**src/rtl/osh_pkg.sv**
```systemverilog
package osh_pkg;

  localparam int OSH_LEN_W_DEF = 8;

  // Arming rule: clear released, all rising-type pins high, some falling-type pin low.
  function automatic logic osh_armed(input logic clr_n_i,
                                     input logic [1:0] rise_i,
                                     input logic [1:0] fall_n_i);
    return clr_n_i & (&rise_i) & ~(&fall_n_i);
  endfunction

endpackage

```
**src/rtl/osh_trigger_detect.sv**
```systemverilog
module osh_trigger_detect
  import osh_pkg::*;
(
  input  logic       clk,
  input  logic       rst,
  input  logic [1:0] fall_n,
  input  logic [1:0] rise,
  input  logic       clr_n,
  output logic       fire
);

  logic [1:0] fall_n_q;
  logic [1:0] rise_q;
  logic       clr_n_q;
  logic       armed_now;
  logic       armed_prev;

  // Pin copies are loaded during reset as well, so no edge is seen on release.
  always_ff @(posedge clk) begin
    fall_n_q <= fall_n;
    rise_q   <= rise;
    clr_n_q  <= clr_n;
  end

  always_comb begin
    armed_now  = osh_armed(clr_n, rise, fall_n);
    armed_prev = osh_armed(clr_n_q, rise_q, fall_n_q);
    fire       = armed_now & ~armed_prev & ~rst;
  end

  // a held clear blocks every trigger
  p_clear_blocks_r7: assert property (@(posedge clk) disable iff (rst)
    !clr_n |-> !fire);

  // no trigger unless the rule was false a cycle ago
  p_needs_edge_r11: assert property (@(posedge clk) disable iff (rst)
    $past(osh_armed(clr_n, rise, fall_n)) |-> !fire);

endmodule

```
**src/rtl/osh_timer.sv**
```systemverilog
module osh_timer #(
  parameter int LEN_W = 8
) (
  input  logic             clk,
  input  logic             rst,
  input  logic             clr_n,
  input  logic             fire,
  input  logic [LEN_W-1:0] load_len,
  output logic             busy_nxt
);

  logic [LEN_W-1:0] cnt;
  logic [LEN_W-1:0] cnt_nxt;

  always_comb begin
    cnt_nxt = cnt;
    if (!clr_n)          cnt_nxt = '0;
    else if (fire)       cnt_nxt = load_len;
    else if (cnt != '0)  cnt_nxt = cnt - 1'b1;
    busy_nxt = (cnt_nxt != '0);
  end

  always_ff @(posedge clk) begin
    if (rst) cnt <= '0;
    else     cnt <= cnt_nxt;
  end

  // an untouched count steps down by one each cycle
  p_count_down_r3: assert property (@(posedge clk) disable iff (rst)
    (cnt != '0) && !fire && clr_n |=> cnt == LEN_W'($past(cnt) - 1'b1));

  // clear empties the timer
  p_clear_zero_r6: assert property (@(posedge clk) disable iff (rst)
    !clr_n |=> cnt == '0);

  // a retrigger reloads the full length
  p_reload_r5: assert property (@(posedge clk) disable iff (rst)
    fire && clr_n |=> cnt == $past(load_len));

endmodule

```
**src/rtl/osh_out_stage.sv**
```systemverilog
module osh_out_stage (
  input  logic clk,
  input  logic rst,
  input  logic busy_nxt,
  output logic q,
  output logic q_n
);

  always_ff @(posedge clk) begin
    if (rst) begin
      q   <= 1'b0;
      q_n <= 1'b1;
    end else begin
      q   <= busy_nxt;
      q_n <= ~busy_nxt;
    end
  end

  // outputs stay complementary
  p_complement_r4: assert property (@(posedge clk) disable iff (rst)
    q != q_n);

endmodule

```
**src/rtl/osh_pulse_gen.sv**
```systemverilog
module osh_pulse_gen
  import osh_pkg::*;
#(
  parameter int LEN_W = OSH_LEN_W_DEF
) (
  input  logic             clk,
  input  logic             rst,
  input  logic             fall1_n,
  input  logic             fall2_n,
  input  logic             rise1,
  input  logic             rise2,
  input  logic             clr_n,
  input  logic [LEN_W-1:0] pulse_len,
  output logic             q,
  output logic             q_n
);

  logic fire;
  logic busy_nxt;

  osh_trigger_detect u_det (
    .clk    (clk),
    .rst    (rst),
    .fall_n ({fall2_n, fall1_n}),
    .rise   ({rise2, rise1}),
    .clr_n  (clr_n),
    .fire   (fire)
  );

  osh_timer #(.LEN_W(LEN_W)) u_tmr (
    .clk      (clk),
    .rst      (rst),
    .clr_n    (clr_n),
    .fire     (fire),
    .load_len (pulse_len),
    .busy_nxt (busy_nxt)
  );

  osh_out_stage u_out (
    .clk      (clk),
    .rst      (rst),
    .busy_nxt (busy_nxt),
    .q        (q),
    .q_n      (q_n)
  );

  // a trigger with a non-zero length raises q at that edge
  p_fire_starts_r3: assert property (@(posedge clk) disable iff (rst)
    fire && (pulse_len != '0) |=> q);

  // a zero-length trigger leaves q low
  p_zero_len_r9: assert property (@(posedge clk) disable iff (rst)
    fire && (pulse_len == '0) |=> !q);

  // clear forces q low
  p_clear_low_r6: assert property (@(posedge clk) disable iff (rst)
    !clr_n |=> !q);

  // no pulse starts by itself
  p_no_self_start_r10: assert property (@(posedge clk) disable iff (rst)
    !q && !fire |=> !q);

endmodule

```
**config.mk**
```make
export PLATFORM = sky130hd
export DESIGN_NAME = osh_pulse_gen
export DESIGN_NICKNAME = d
export VERILOG_FILES = /design/src/rtl/osh_pkg.sv /design/src/rtl/osh_trigger_detect.sv /design/src/rtl/osh_timer.sv /design/src/rtl/osh_out_stage.sv /design/src/rtl/osh_pulse_gen.sv
export SDC_FILE = /design/constraint.sdc
export NUM_CORES = 1
export LEC_CHECK = 0
export BUFFER_PORTS_ARGS = -buffer_cell sky130_fd_sc_hd__buf_4
export CAP_MARGIN = 20
export CORE_MARGIN = 4
export CORE_UTILIZATION = 40
export DETAILED_ROUTE_END_ITERATION = 12
export PLACE_DENSITY_LB_ADDON = 0.15
export SLEW_MARGIN = 15
export SYNTH_ARGS = -nofsm -noshare
export SYNTH_HDL_FRONTEND = slang
export SYNTH_HIERARCHICAL = 1
export SYNTH_SLANG_ARGS = --single-unit
```
**constraint.sdc**
```tcl
create_clock -name clk -period 2.6 [get_ports clk]
set_input_delay 0.13 -clock clk [delete_from_list [all_inputs] [get_ports clk]]
set_output_delay 0.13 -clock clk [all_outputs]
set_load 0.03 [all_outputs]
```
==> tab_implementation.tex, run 1 <==
\begin{tabular}{lr}
\hline
Metric & Value \\
\hline
\multicolumn{2}{l}{\textbf{Global routing}} \\
\quad Wire length of the first global-routing pass & roughly 2.8 mm \\
\quad M2 GR Usage & 25.00\% \\
\quad Antenna violations before repair & 0 \\
\quad Overflow after GRT & 0 \\
\quad Largest net degree at the start of global routing & 15 \\
\quad Via count of the first global-routing pass & 665 \\
\quad Routing usage on met1 & 16.84\% \\
\quad GRT busiest layer & met2 \\
\quad GR Layer Usage met3 & 2.041\% \\
\quad Overall routing resource usage & $\sim$14\% \\
\multicolumn{2}{l}{\textbf{Pwr}} \\
\quad Static leakage & 0.4047 nW \\
\quad Maximum ir drop on the vdd rail & between 0.6 and 0.7 mV \\
\quad Total power per unit cell area & 1394 nW/um\^{}2 \\
\multicolumn{2}{l}{\textbf{Critical path}} \\
\quad Critical path arrival & 2.34 ns \\
\quad Biggest fanout along the worst timing path & 6 \\
\quad Worst Path Class, Setup & flop to flop \\
\quad Critical Path Sink Type & flop \\
\quad Register-to-register setup slack & 0.44 ns \\
\quad CP required & 2.78 ns \\
\quad Critical Path Start Type & flop \\
\multicolumn{2}{l}{\textbf{Finish}} \\
\quad Number of nets in the final layout & 126 \\
\quad Antenna cell count & 0 \\
\quad Filler instances & 171 \\
\quad Signed area change from the synthesized netlist to the final layout & 28.79\% \\
\quad Final Instance Area & 968.4 um\^{}2 \\
\quad Fraction of layout cells with a size suffix above 1 & about 26\% \\
\multicolumn{2}{l}{\textbf{Timing}} \\
\quad Unrepaired setup endpoints after global routing & no \\
\quad Setup violations, final & 0 \\
\quad Fraction of the cycle the final worst path needs & between 80 and 90\% \\
\quad Rel. slew slack & 69.86\% \\
\quad Slew Limit Fails & 0 \\
\quad Final total negative setup slack & 0 ns \\
\quad Period minus WS final & roughly 2.2 ns \\
\quad Number of hold violations in the final report & 0 \\
\quad Maximum frequency from static timing analysis & between 0.4 and 0.5 GHz \\
\quad Clock Skews & approximately 0.0033 ns \\
\quad Slew at the pin with the worst max-slew slack & 0.4479 ns \\
\multicolumn{2}{l}{\textbf{Yosys}} \\
\quad Net count after synthesis & 102 \\
\quad Fraction of post-synthesis cell area in the top cell type by area & between 30\% and 40\% \\
\quad Library cell with the largest summed area after synthesis & sky130\_fd\_sc\_hd\_\_dfxtp\_1 \\
\quad Gate count of the mapped netlist & 85 \\
\quad Number of warnings reported in the yosys synthesis log & 6 \\
\quad Mapped cell area & around 750 um\^{}2 \\
\quad Number of enable-type register cells in the synthesized netlist & 0 \\
\quad Leading register cell type out of synthesis & sky130\_fd\_sc\_hd\_\_dfxtp\_1 \\
\quad Share of async-settable or async-resettable flops after synthesis & 0\% \\
\quad Average size of a mapped cell & 8.847 um\^{}2 \\
\quad Distinct cell type count after synthesis & 34 \\
\quad Sequential cell area fraction in the yosys report & 39.93\% \\
\quad Number of register bits inferred by synthesis & 15 \\
\quad Biggest area contributors in the synthesized netlist & sky130\_fd\_sc\_hd\_\_dfxtp\_1, sky130\_fd\_sc\_hd\_\_a21oi\_1, sky130\_fd\_sc\_hd\_\_nor2\_1 \\
\multicolumn{2}{l}{\textbf{Run status}} \\
\quad Outcome & finished clean \\
\multicolumn{2}{l}{\textbf{Die}} \\
\quad Effective utilization at floorplan & 43.08\% \\
\quad Placeable core region & between 1500 and 2000 um\^{}2 \\
\quad Die width & roughly 51 um \\
\quad Floorplan row count & 15 \\
\quad Die Area & 2638 um\^{}2 \\
\quad Number of I/O pins & 17 \\
\quad Vertical die dimension & 51.36 um \\
\multicolumn{2}{l}{\textbf{Detailed routing}} \\
\quad Number of remaining DRC errors & 0 \\
\quad Post-detailed-routing wire length & 1.727 mm \\
\quad Post-DR wirelength/cell & 12.98 um \\
\quad Remaining antenna violation count after routing & 0 \\
\quad DR iter-0 viols & 12 \\
\quad Total vias in the final route & 705 \\
\quad Vias per inst & 5.301 \\
\quad Detailed Routing Iterations Pass 1 & 4 \\
\multicolumn{2}{l}{\textbf{CTS}} \\
\quad Library cell used as clock root buffer & sky130\_fd\_sc\_hd\_\_clkbuf\_4 \\
\quad H-tree Lvls & 1 \\
\quad Clock latency on the worst-skew pair & between 0.2 and 0.3 ns \\
\quad Total clock sinks & 15 \\
\quad Number of buffers created by CTS & 3 \\
\quad CTS max path bufs & 2 \\
\quad Post-cts sizing count & 0 \\
\quad Post-CTS clock slew at the launch and capture registers of the worst setup and hold paths & approximately 0.090 ns \\
\quad CTS tree & done \\
\multicolumn{2}{l}{\textbf{Placed design}} \\
\quad Port Buffers & 16 \\
\quad Post-placement cell area & roughly 900 um\^{}2 \\
\quad Gpl congestion & approximately 0.83 \\
\quad Final HPWL DP & $\sim$1.3 mm \\
\multicolumn{2}{l}{\textbf{Run}} \\
\quad Max-cap violations & 0 \\
\multicolumn{2}{l}{\textbf{Min path}} \\
\quad Min-Delay Path Class & input port to flop \\
\hline
\end{tabular}
## metal layers
metal / wire length (um) / vias up / share of wire (%)
met5: 0 / - / 0
li1: - / 355 / -
met3: 124 / 2 / 7.2
met1: 697 / 315 / 40
met2: 891 / 33 / 52
met4: 13 / 0 / 0.75
## logic make-up (layout without fill, tap and decap cells)
kind of cell	Yosys count	count (layout)	synth area share (%)
buffers and inverters	6	29	3.327
adders and majority gates	2	2	3.327
DFF	15	15	39.93
and+or+nand+nor	38	38	29.12
AOI/OAI and AO/OA	18	18	16.47
muxes	3	3	4.326
xor gates and xnor gates	3	3	3.495
## cell type report
type | count | area [um^2] | share of cell area [%]
flip-flops and latches | 15 | 300.3 | 31.01
clock inverters | 1 | 5.005 | 0.5168
repair buffers | 21 | 167.7 | 17.31
well taps | 25 | 31.28 | 3.230
clock buffers | 3 | 22.52 | 2.326
inverters | 4 | 15.01 | 1.550
multi-input cells | 64 | 426.7 | 44.06
## sequential cells by signal (all words and copies together), names as in the netlist
signal,cells
u_det/clr_n_q,1
u_det/fall_n_q,2
u_tmr/cnt,8
u_out/q,1
u_out/q_n,1
u_det/rise_q,2
## worst max-delay path: stages, from the launching register on
cell	delay [ns]
sky130_fd_sc_hd__dfxtp_1	0.37
sky130_fd_sc_hd__or4_4	0.54
sky130_fd_sc_hd__nor4_1	0.28
sky130_fd_sc_hd__mux2_2	0.39
sky130_fd_sc_hd__o211ai_1	0.20
sky130_fd_sc_hd__nand4_1	0.14
sky130_fd_sc_hd__nor2b_1	0.15
## final timing paths
check,startpoint,end,cells past startpoint
setup / recovery,u_tmr/cnt[2]$_SDFF_PP0_,u_out/q$_SDFF_PP0_,6
hold / removal,clr_n,u_det/clr_n_q$_DFF_P_,1
setup reg to reg,u_tmr/cnt[2]$_SDFF_PP0_,u_out/q$_SDFF_PP0_,6
hold reg to reg,u_tmr/cnt[0]$_SDFF_PP0_,u_tmr/cnt[0]$_SDFF_PP0_,3
## through the flow
step	setup WS (ns)	power (mW)	hold WS [ns]	instances	utilization [%]
5_1_grt	0.3292	1.470	0.03646	133	55.48
3_3_place_gp	0.4645	1.223	0.2400	125	51.61
2_1_floorplan	0.6488	1.025	0.1577	85	-
6_report	0.4381	1.350	0.03922	133	55.48
4_1_cts	0.4167	1.352	0.02965	133	55.48
3_5_place_dp	0.4211	1.210	0.2418	125	51.61
## power by group
group | total [mW] | internal [mW] | switching, mW
logic | 0.849 | 0.421 | 0.428
clock network | 0.130 | 0.0570 | 0.0731
registers | 0.370 | 0.299 | 0.0715
total | 1.35 | 0.777 | 0.573
## cells in the final DEF (no fill, tap or decap), types with 3 or more instances in the layout
cell type                       count
sky130_fd_sc_hd__clkbuf_4           3
sky130_fd_sc_hd__dlygate4sd3_1      4
sky130_fd_sc_hd__nand2_1            5
sky130_fd_sc_hd__nor4_1             3
sky130_fd_sc_hd__nor2_1             8
sky130_fd_sc_hd__dfxtp_1           15
sky130_fd_sc_hd__nand2b_1           4
sky130_fd_sc_hd__inv_1              4
sky130_fd_sc_hd__nor3_1             3
sky130_fd_sc_hd__a21oi_1            6
sky130_fd_sc_hd__buf_4             17
## cell usage after synthesis (2+ instances only)
master,count
sky130_fd_sc_hd__nor2b_1,2
sky130_fd_sc_hd__o211ai_1,2
sky130_fd_sc_hd__nor4_1,3
sky130_fd_sc_hd__nor3b_1,2
sky130_fd_sc_hd__or4_4,2
sky130_fd_sc_hd__ha_1,2
sky130_fd_sc_hd__nand3_1,2
sky130_fd_sc_hd__dfxtp_1,15
sky130_fd_sc_hd__nor3_1,3
sky130_fd_sc_hd__inv_1,4
sky130_fd_sc_hd__nor2_1,8
sky130_fd_sc_hd__a31oi_1,2
sky130_fd_sc_hd__nand2b_1,4
sky130_fd_sc_hd__a21oi_1,6
sky130_fd_sc_hd__nand2_1,5
sky130_fd_sc_hd__mux2_2,2
sky130_fd_sc_hd__buf_2,2
sky130_fd_sc_hd__xnor2_1,2
sky130_fd_sc_hd__o21ai_0,2
## what timing repair did
item / 4_1_cts / 5_1_grt
hold buffers: 4 / 0
hold endpoints to repair: 4 / 0
setup buffers: 0 / 0
endpoints found under the setup margin: 0 / 0
No activity file was read; power rests on OpenSTA's default activity.
==> run 2, diff against run 1 <==
- clock period: 2.6 -> 2.22 ns (I/O delays scaled with it)
==> run 2 against run 1 <==
Net effect:
- first-iteration DRC count increased by 110%
- worst setup slack got worse by 0.24 ns
- utilization increased by 1.2 points
- non-clock buffer count increased by 2
- fmax increased by 6.9%
- sequential share of layout area decreased by 0.67 points
- register-to-register slack got worse by 0.24 ns
- clock-buffer cell count unchanged
- combinational power increased by 26%
- clock power increased by 19%
- clock skew increased by 0.0021 ns
- critical path type unchanged
- highest routed layer unchanged
==> tab_implementation.tex, run 2 (same netlist as run 1, synthesis figures left out) <==
\begin{tabular}{lr}
\hline
Metric & Value \\
\hline
\multicolumn{2}{l}{\textbf{Critical path}} \\
\quad CP required & 2.40 ns (-0.38 ns) \\
\quad Critical Path Start Type & flop \\
\quad Worst-path cell chain & inv\_1, ha\_1, or3b\_2, nor3\_1, a211oi\_1, nor3\_1, nand4\_1, nor2b\_1 \\
\quad Delay contributed by the slowest stage of the critical path & 0.47 ns (-0.07 ns) \\
\quad Critical path arrival & 2.20 ns (-0.14 ns) \\
\quad Critical Path Sink Type & flop \\
\quad Biggest fanout along the worst timing path & 4 (-2) \\
\quad Critical-path cell with the highest stage delay & sky130\_fd\_sc\_hd\_\_or3b\_2 \\
\quad Cell type with the highest occurrence count on the critical path & sky130\_fd\_sc\_hd\_\_nor3\_1 \\
\quad Worst Path Class, Setup & flop to flop \\
\multicolumn{2}{l}{\textbf{Detailed routing}} \\
\quad Vias per inst & 5.111 (-3.6\%) \\
\quad Remaining antenna violation count after routing & 0 (unchanged) \\
\quad Number of remaining DRC errors & 0 (unchanged) \\
\quad Post-DR wirelength/cell & 12.27 um (-5.5\%) \\
\quad Detailed Routing Iterations Pass 1 & 4 (unchanged) \\
\quad Total vias in the final route & 690 (-2.1\%) \\
\quad Routed wl met3 & 61 um (-51\%) \\
\quad DR iter-0 viols & 25 (+13) \\
\quad Post-detailed-routing wire length & 1.656 mm (-4.1\%) \\
\quad Sum of routed wire segments on met1 & 820 um (+18\%) \\
\quad Max Used Layer & met4 \\
\quad Met2 routed wirelength & 756 um (-15\%) \\
\multicolumn{2}{l}{\textbf{Die}} \\
\quad Placeable core region & 1745 um\^{}2 (unchanged) \\
\quad Floorplan row count & 15 (unchanged) \\
\quad Number of I/O pins & 17 (unchanged) \\
\quad Die width & 51.36 um (unchanged) \\
\quad Effective utilization at floorplan & 43.08\% (unchanged) \\
\quad Die Area & 2638 um\^{}2 (unchanged) \\
\quad Vertical die dimension & 51.36 um (unchanged) \\
\multicolumn{2}{l}{\textbf{Placed design}} \\
\quad Final HPWL DP & 1.249 mm (-3.4\%) \\
\quad Gpl congestion & 0.8416 (+1.0\%) \\
\quad Post-placement cell area & 915.9 um\^{}2 (+1.7\%) \\
\quad Number of cells in the design after placement & 127 (+1.6\%) \\
\quad Port Buffers & 16 (unchanged) \\
\multicolumn{2}{l}{\textbf{Run status}} \\
\quad Outcome & finished clean \\
\multicolumn{2}{l}{\textbf{Pwr}} \\
\quad Static leakage & 0.4161 nW (+2.8\%) \\
\quad Maximum ir drop on the vdd rail & 0.9514 mV (+38\%) \\
\quad Total power per unit cell area & 1663 nW/um\^{}2 (+19\%) \\
\multicolumn{2}{l}{\textbf{Timing}} \\
\quad Setup violations, final & 0 (unchanged) \\
\quad Maximum frequency from static timing analysis & 0.4946 GHz (+6.9\%) \\
\quad Unrepaired setup endpoints after global routing & no \\
\quad Slew Limit Fails & 0 (unchanged) \\
\quad Clock Skews & 0.005392 ns (+0.002118 ns) \\
\quad Final total negative setup slack & 0 ns (unchanged) \\
\quad Period minus WS final & 2.022 ns (-0.1401 ns) \\
\quad Slew at the pin with the worst max-slew slack & 0.5278 ns (+0.07985 ns) \\
\quad Fraction of the cycle the final worst path needs & 91.07\% (+7.9 points) \\
\quad Number of hold violations in the final report & 0 (unchanged) \\
\quad Rel. slew slack & 64.49\% (-5.4 points) \\
\multicolumn{2}{l}{\textbf{Finish}} \\
\quad Antenna cell count & 0 (unchanged) \\
\quad Largest register by flop count & u\_tmr/cnt \\
\quad Highest-count cells in the layout ignoring fill and taps & sky130\_fd\_sc\_hd\_\_buf\_4, sky130\_fd\_sc\_hd\_\_dfxtp\_1, sky130\_fd\_sc\_hd\_\_nor2\_1 \\
\quad Signed area change from the synthesized netlist to the final layout & 31.61\% \\
\quad Final Instance Area & 989.7 um\^{}2 (+2.2\%) \\
\quad Post-route insts no fill & 135 (+1.5\%) \\
\quad Fraction of layout cells with a size suffix above 1 & 28.18\% (+2.3 points) \\
\quad Top Registers & u\_tmr/cnt x8, u\_det/fall\_n\_q x2, u\_det/rise\_q x2 \\
\quad Most common cell after layout, fill and taps aside & sky130\_fd\_sc\_hd\_\_buf\_4 \\
\quad Number of nets in the final layout & 128 (+1.6\%) \\
\quad Flip-flop count of the largest register after layout & 8 (unchanged) \\
\multicolumn{2}{l}{\textbf{CTS}} \\
\quad CTS tree & done \\
\quad Clock latency on the worst-skew pair & 0.28 ns (about the same) \\
\quad Total clock sinks & 15 (unchanged) \\
\quad Library cell used as clock root buffer & sky130\_fd\_sc\_hd\_\_clkbuf\_4 \\
\quad Number of buffers created by CTS & 3 (unchanged) \\
\quad Post-CTS clock slew at the launch and capture registers of the worst setup and hold paths & 0.09 ns (about the same) \\
\quad CTS max path bufs & 2 (unchanged) \\
\quad H-tree Lvls & 1 (unchanged) \\
\multicolumn{2}{l}{\textbf{Global routing}} \\
\quad Via count of the first global-routing pass & 659 (-0.90\%) \\
\quad Overflow after GRT & 0 (unchanged) \\
\quad Wire length of the first global-routing pass & 2.870 mm (+0.74\%) \\
\quad Overall routing resource usage & 14.25\% (-0.17 points) \\
\quad Antenna violations before repair & 0 (unchanged) \\
\quad Largest net degree at the start of global routing & 15 (unchanged) \\
\multicolumn{2}{l}{\textbf{Min path}} \\
\quad Min-Delay Path Class & input port to flop \\
\multicolumn{2}{l}{\textbf{Run}} \\
\quad Max-cap violations & 0 (unchanged) \\
\hline
\end{tabular}
## run 2: cell types whose count changed in the layout (fill, tap and decap cells not counted), sizes merged
cell,delta
buf,+2
## run 2: repair_timing
| item | CTS | global route |
|---|---|---|
| setup buffers | 0 | 0 |
| gates resized for setup | 0 | 1 |
| endpoints found under the setup margin | 0 | 1 |
| hold endpoints to repair | 4 | 0 |
| hold buffers | 4 | 0 |
## run 2: layout make-up
class,instances,area (um^2)
Fill cell,173,755.7
Timing Repair Buffer,23,182.7
Tap cell,25,31.28
Inverter,4,15.01
Sequential cell,15,300.3
Clock buffer,3,22.52
Clock inverter,1,5.005
Multi-Input combinational cell,64,432.9
## run 2: where the power goes
| group | switching, mW | internal (mW) | leakage [nW] | total (mW) |
|---|---|---|---|---|
| Sequential | 0.0729 | 0.350 | 0.124 | 0.423 |
| Clock | 0.0887 | 0.0667 | 0.0177 | 0.155 |
| Combinational | 0.518 | 0.550 | 0.274 | 1.07 |
## run 2: worst paths after layout
path,end,slack (ns),cells after the start,start
setup reg to reg,u_out/q$_SDFF_PP0_,0.20,8,u_tmr/cnt[0]$_SDFF_PP0_
setup / recovery,u_out/q$_SDFF_PP0_,0.20,8,u_tmr/cnt[0]$_SDFF_PP0_
hold reg to reg,u_tmr/cnt[2]$_SDFF_PP0_,0.74,3,u_tmr/cnt[2]$_SDFF_PP0_
hold / removal,u_det/clr_n_q$_DFF_P_,0.03,1,clr_n
## run 2: stage by stage
stage	util, %	power [mW]	hold WS, ns	setup WS [ns]
after floorplan	-	1.200	0.1387	0.2688
after global placement	52.47	1.464	0.2220	0.2041
after detailed placement	52.47	1.459	0.2228	0.1729
after CTS	56.34	1.626	0.01750	0.1608
after global routing	56.70	1.809	0.01493	0.003892
final	56.70	1.646	0.02668	0.1982
## run 2: worst max-delay path: cells and delay by family (launching register included)
kind	cells	cell delay (ns)
buf+inv	1	0.13
flops	1	0.32
compound gates	1	0.09
fa+ha+maj	1	0.22
simple gates	5	1.16
## run 2: metal layers
metal / global-route usage [%] / up-vias
li1: - / 359
met1: 19.36 / 316
met4: 6.550 / 0
met3: 1.749 / 2
met5: 0 / -
met2: 22.25 / 13
==> run 3, diff against run 2 <==
- BUFFER_PORTS_ARGS: -buffer_cell sky130_fd_sc_hd__buf_4 -> -buffer_cell sky130_fd_sc_hd__buf_2
==> run 3 against run 2 <==
Net effect:
- clock power barely moved
- power fell by 2.1%
- non-clock buffer count did not move
- critical path depth fell by 2
- flip-flop and latch count did not move
- utilization fell by 2.7 points
- fmax fell by 1.1%
- worst setup slack got worse by 0.022 ns
- highest routed layer unchanged
- sequential share of layout area rose by 1.5 points
- combinational power barely moved
==> tab_implementation.tex, run 3 (same netlist as run 1, synthesis figures left out) <==
\begin{tabular}{lr}
\hline
Metric & Value \\
\hline
\multicolumn{2}{l}{\textbf{Critical path}} \\
\quad Worst Path Class, Setup & flop to flop \\
\quad Critical Path Sink Type & flop \\
\quad Register-to-register setup slack & 0.18 ns (-0.02 ns) \\
\quad Critical path arrival & 2.23 ns (+0.03 ns) \\
\quad Critical Path Start Type & flop \\
\quad CP required & 2.40 ns (about the same) \\
\quad Biggest fanout along the worst timing path & 6 (+2) \\
\multicolumn{2}{l}{\textbf{CTS}} \\
\quad Library cell used as clock root buffer & sky130\_fd\_sc\_hd\_\_clkbuf\_4 \\
\quad Clock latency on the worst-skew pair & 0.28 ns (about the same) \\
\quad Total clock sinks & 15 (unchanged) \\
\quad CTS max path bufs & 2 (unchanged) \\
\quad H-tree Lvls & 1 (unchanged) \\
\quad Number of buffers created by CTS & 3 (unchanged) \\
\quad Post-CTS clock slew at the launch and capture registers of the worst setup and hold paths & 0.09 ns (about the same) \\
\quad CTS tree & done \\
\multicolumn{2}{l}{\textbf{Timing}} \\
\quad Unrepaired setup endpoints after global routing & no \\
\quad Fraction of the cycle the final worst path needs & 92.05\% (+0.98 points) \\
\quad Setup violations, final & 0 (unchanged) \\
\quad Maximum frequency from static timing analysis & 0.4894 GHz (-1.1\%) \\
\quad Final worst-path setup slack & 0.1765 ns (-0.02171 ns) \\
\quad Slew at the pin with the worst max-slew slack & 0.4917 ns (-0.03604 ns) \\
\quad Slew Limit Fails & 0 (unchanged) \\
\quad Number of hold violations in the final report & 0 (unchanged) \\
\quad Rel. slew slack & 66.92\% (+2.4 points) \\
\quad Clock Skews & 0.008037 ns (+0.002645 ns) \\
\quad Final total negative setup slack & 0 ns (unchanged) \\
\quad Period minus WS final & 2.044 ns (+0.02171 ns) \\
\multicolumn{2}{l}{\textbf{Finish}} \\
\quad Fraction of layout cells with a size suffix above 1 & 27.27\% (-0.91 points) \\
\quad Most common cell after layout, fill and taps aside & sky130\_fd\_sc\_hd\_\_buf\_2 \\
\quad Signed area change from the synthesized netlist to the final layout & 25.46\% \\
\quad Highest-count cells in the layout ignoring fill and taps & sky130\_fd\_sc\_hd\_\_buf\_2, sky130\_fd\_sc\_hd\_\_dfxtp\_1, sky130\_fd\_sc\_hd\_\_nor2\_1 \\
\quad Antenna cell count & 0 (unchanged) \\
\quad Combined flip-flop and latch cell area & 300.3 um\^{}2 (unchanged) \\
\quad Flip-flop count of the largest register after layout & 8 (unchanged) \\
\quad Number of nets in the final layout & 128 (unchanged) \\
\quad Filler instances & 171 (-1.2\%) \\
\quad Multi-input gate area & 426.7 um\^{}2 (-1.4\%) \\
\quad Largest register by flop count & u\_tmr/cnt \\
\quad Top Registers & u\_tmr/cnt x8, u\_det/fall\_n\_q x2, u\_det/rise\_q x2 \\
\multicolumn{2}{l}{\textbf{Detailed routing}} \\
\quad Number of remaining DRC errors & 0 (unchanged) \\
\quad Post-detailed-routing wire length & 1.598 mm (-3.5\%) \\
\quad Post-DR wirelength/cell & 11.84 um (-3.5\%) \\
\quad Vias per inst & 5.089 (-0.43\%) \\
\quad Detailed Routing Iterations Pass 1 & 4 (unchanged) \\
\quad Remaining antenna violation count after routing & 0 (unchanged) \\
\quad DR iter-0 viols & 10 (-60\%) \\
\quad Total vias in the final route & 687 (-0.43\%) \\
\multicolumn{2}{l}{\textbf{Global routing}} \\
\quad Via count of the first global-routing pass & 640 (-2.9\%) \\
\quad Antenna violations before repair & 0 (unchanged) \\
\quad Wire length of the first global-routing pass & 2.725 mm (-5.1\%) \\
\quad Largest net degree at the start of global routing & 15 (unchanged) \\
\quad Overall routing resource usage & 13.56\% (-0.69 points) \\
\quad Overflow after GRT & 0 (unchanged) \\
\multicolumn{2}{l}{\textbf{Die}} \\
\quad Effective utilization at floorplan & 43.08\% (unchanged) \\
\quad Vertical die dimension & 51.36 um (unchanged) \\
\quad Die Area & 2638 um\^{}2 (unchanged) \\
\quad Placeable core region & 1745 um\^{}2 (unchanged) \\
\quad Die width & 51.36 um (unchanged) \\
\quad Floorplan row count & 15 (unchanged) \\
\quad Number of I/O pins & 17 (unchanged) \\
\multicolumn{2}{l}{\textbf{Pwr}} \\
\quad Static leakage & 0.4009 nW (-3.7\%) \\
\quad Total power per unit cell area & 1708 nW/um\^{}2 (+2.7\%) \\
\quad Maximum ir drop on the vdd rail & 0.7555 mV (-21\%) \\
\multicolumn{2}{l}{\textbf{Placed design}} \\
\quad Gpl congestion & 0.8399 (-0.20\%) \\
\quad Final HPWL DP & 1.215 mm (-2.8\%) \\
\quad Port Buffers & 16 (unchanged) \\
\quad DP Worst Slack & 0.1724 ns (-0.0005000 ns) \\
\multicolumn{2}{l}{\textbf{Run status}} \\
\quad Outcome & finished clean \\
\multicolumn{2}{l}{\textbf{Min path}} \\
\quad Min-Delay Path Class & input port to flop \\
\multicolumn{2}{l}{\textbf{Run}} \\
\quad Max-cap violations & 0 (unchanged) \\
\hline
\end{tabular}
[run 3: changes by cell type in the layout (fill, tap and decap cells not counted)]
cell                     change
sky130_fd_sc_hd__buf_2      +16
sky130_fd_sc_hd__buf_4      -16
sky130_fd_sc_hd__nor4_1      +1
sky130_fd_sc_hd__nor4_2      -1
[run 3: final timing paths]
check / to / startpoint / cells past startpoint
max: u_out/q$_SDFF_PP0_ / u_tmr/cnt[2]$_SDFF_PP0_ / 6
min reg2reg: u_tmr/cnt[2]$_SDFF_PP0_ / u_tmr/cnt[2]$_SDFF_PP0_ / 3
min: u_det/clr_n_q$_DFF_P_ / clr_n / 1
max reg2reg: u_out/q$_SDFF_PP0_ / u_tmr/cnt[2]$_SDFF_PP0_ / 6
[run 3: routing by layer]
layer / global-route usage, % / wire length (um) / vias to the layer above
met5: 0 / 0 / -
li1: - / - / 361
met3: 2.915 / 60 / 4
met4: 6.550 / 29 / 0
met2: 19.28 / 729 / 15
met1: 19.08 / 778 / 307
[run 3: cell type report]
class                      count  share of cell area (%)
sequential                    15                   31.83
inverter                       4                   1.592
timing repair buffer          23                   15.12
tap                           25                   3.316
clock buffer                   3                   2.387
clock inverter                 1                  0.5305
multi-input combinational     64                   45.23
[run 3: metrics by stage]
step	power, mW	utilization (%)	cell area (um^2)	hold WS (ns)	cells
after floorplan	1.200	-	752.0	0.1387	85
after global placement	1.453	50.18	875.8	0.2234	127
after detailed placement	1.435	50.18	875.8	0.2272	127
after CTS	1.610	54.05	943.4	0.05939	135
after global routing	1.766	54.05	943.4	0.05090	135
final	1.611	54.05	943.4	0.05974	135
[run 3: critical path: stages, from the launching register on]
cell and delay [ns]:
sky130_fd_sc_hd__dfxtp_1 0.37, sky130_fd_sc_hd__or4_4 0.54, sky130_fd_sc_hd__nor4_1 0.20, sky130_fd_sc_hd__mux2_2 0.37, sky130_fd_sc_hd__o211ai_1 0.20, sky130_fd_sc_hd__nand4_1 0.14, sky130_fd_sc_hd__nor2b_1 0.15
[run 3: what timing repair did]
| action | CTS | global route |
|---|---|---|
| hold buffers | 4 | 0 |
| gates resized for setup | 0 | 0 |
| setup buffers | 0 | 0 |
| hold endpoints to repair | 4 | 0 |
[run 3: where the power goes]
| group | internal [mW] | switching, mW | total, mW |
|---|---|---|---|
| clock | 0.0668 | 0.0871 | 0.154 |
| combinational | 0.524 | 0.517 | 1.04 |
| sequential | 0.350 | 0.0671 | 0.417 |
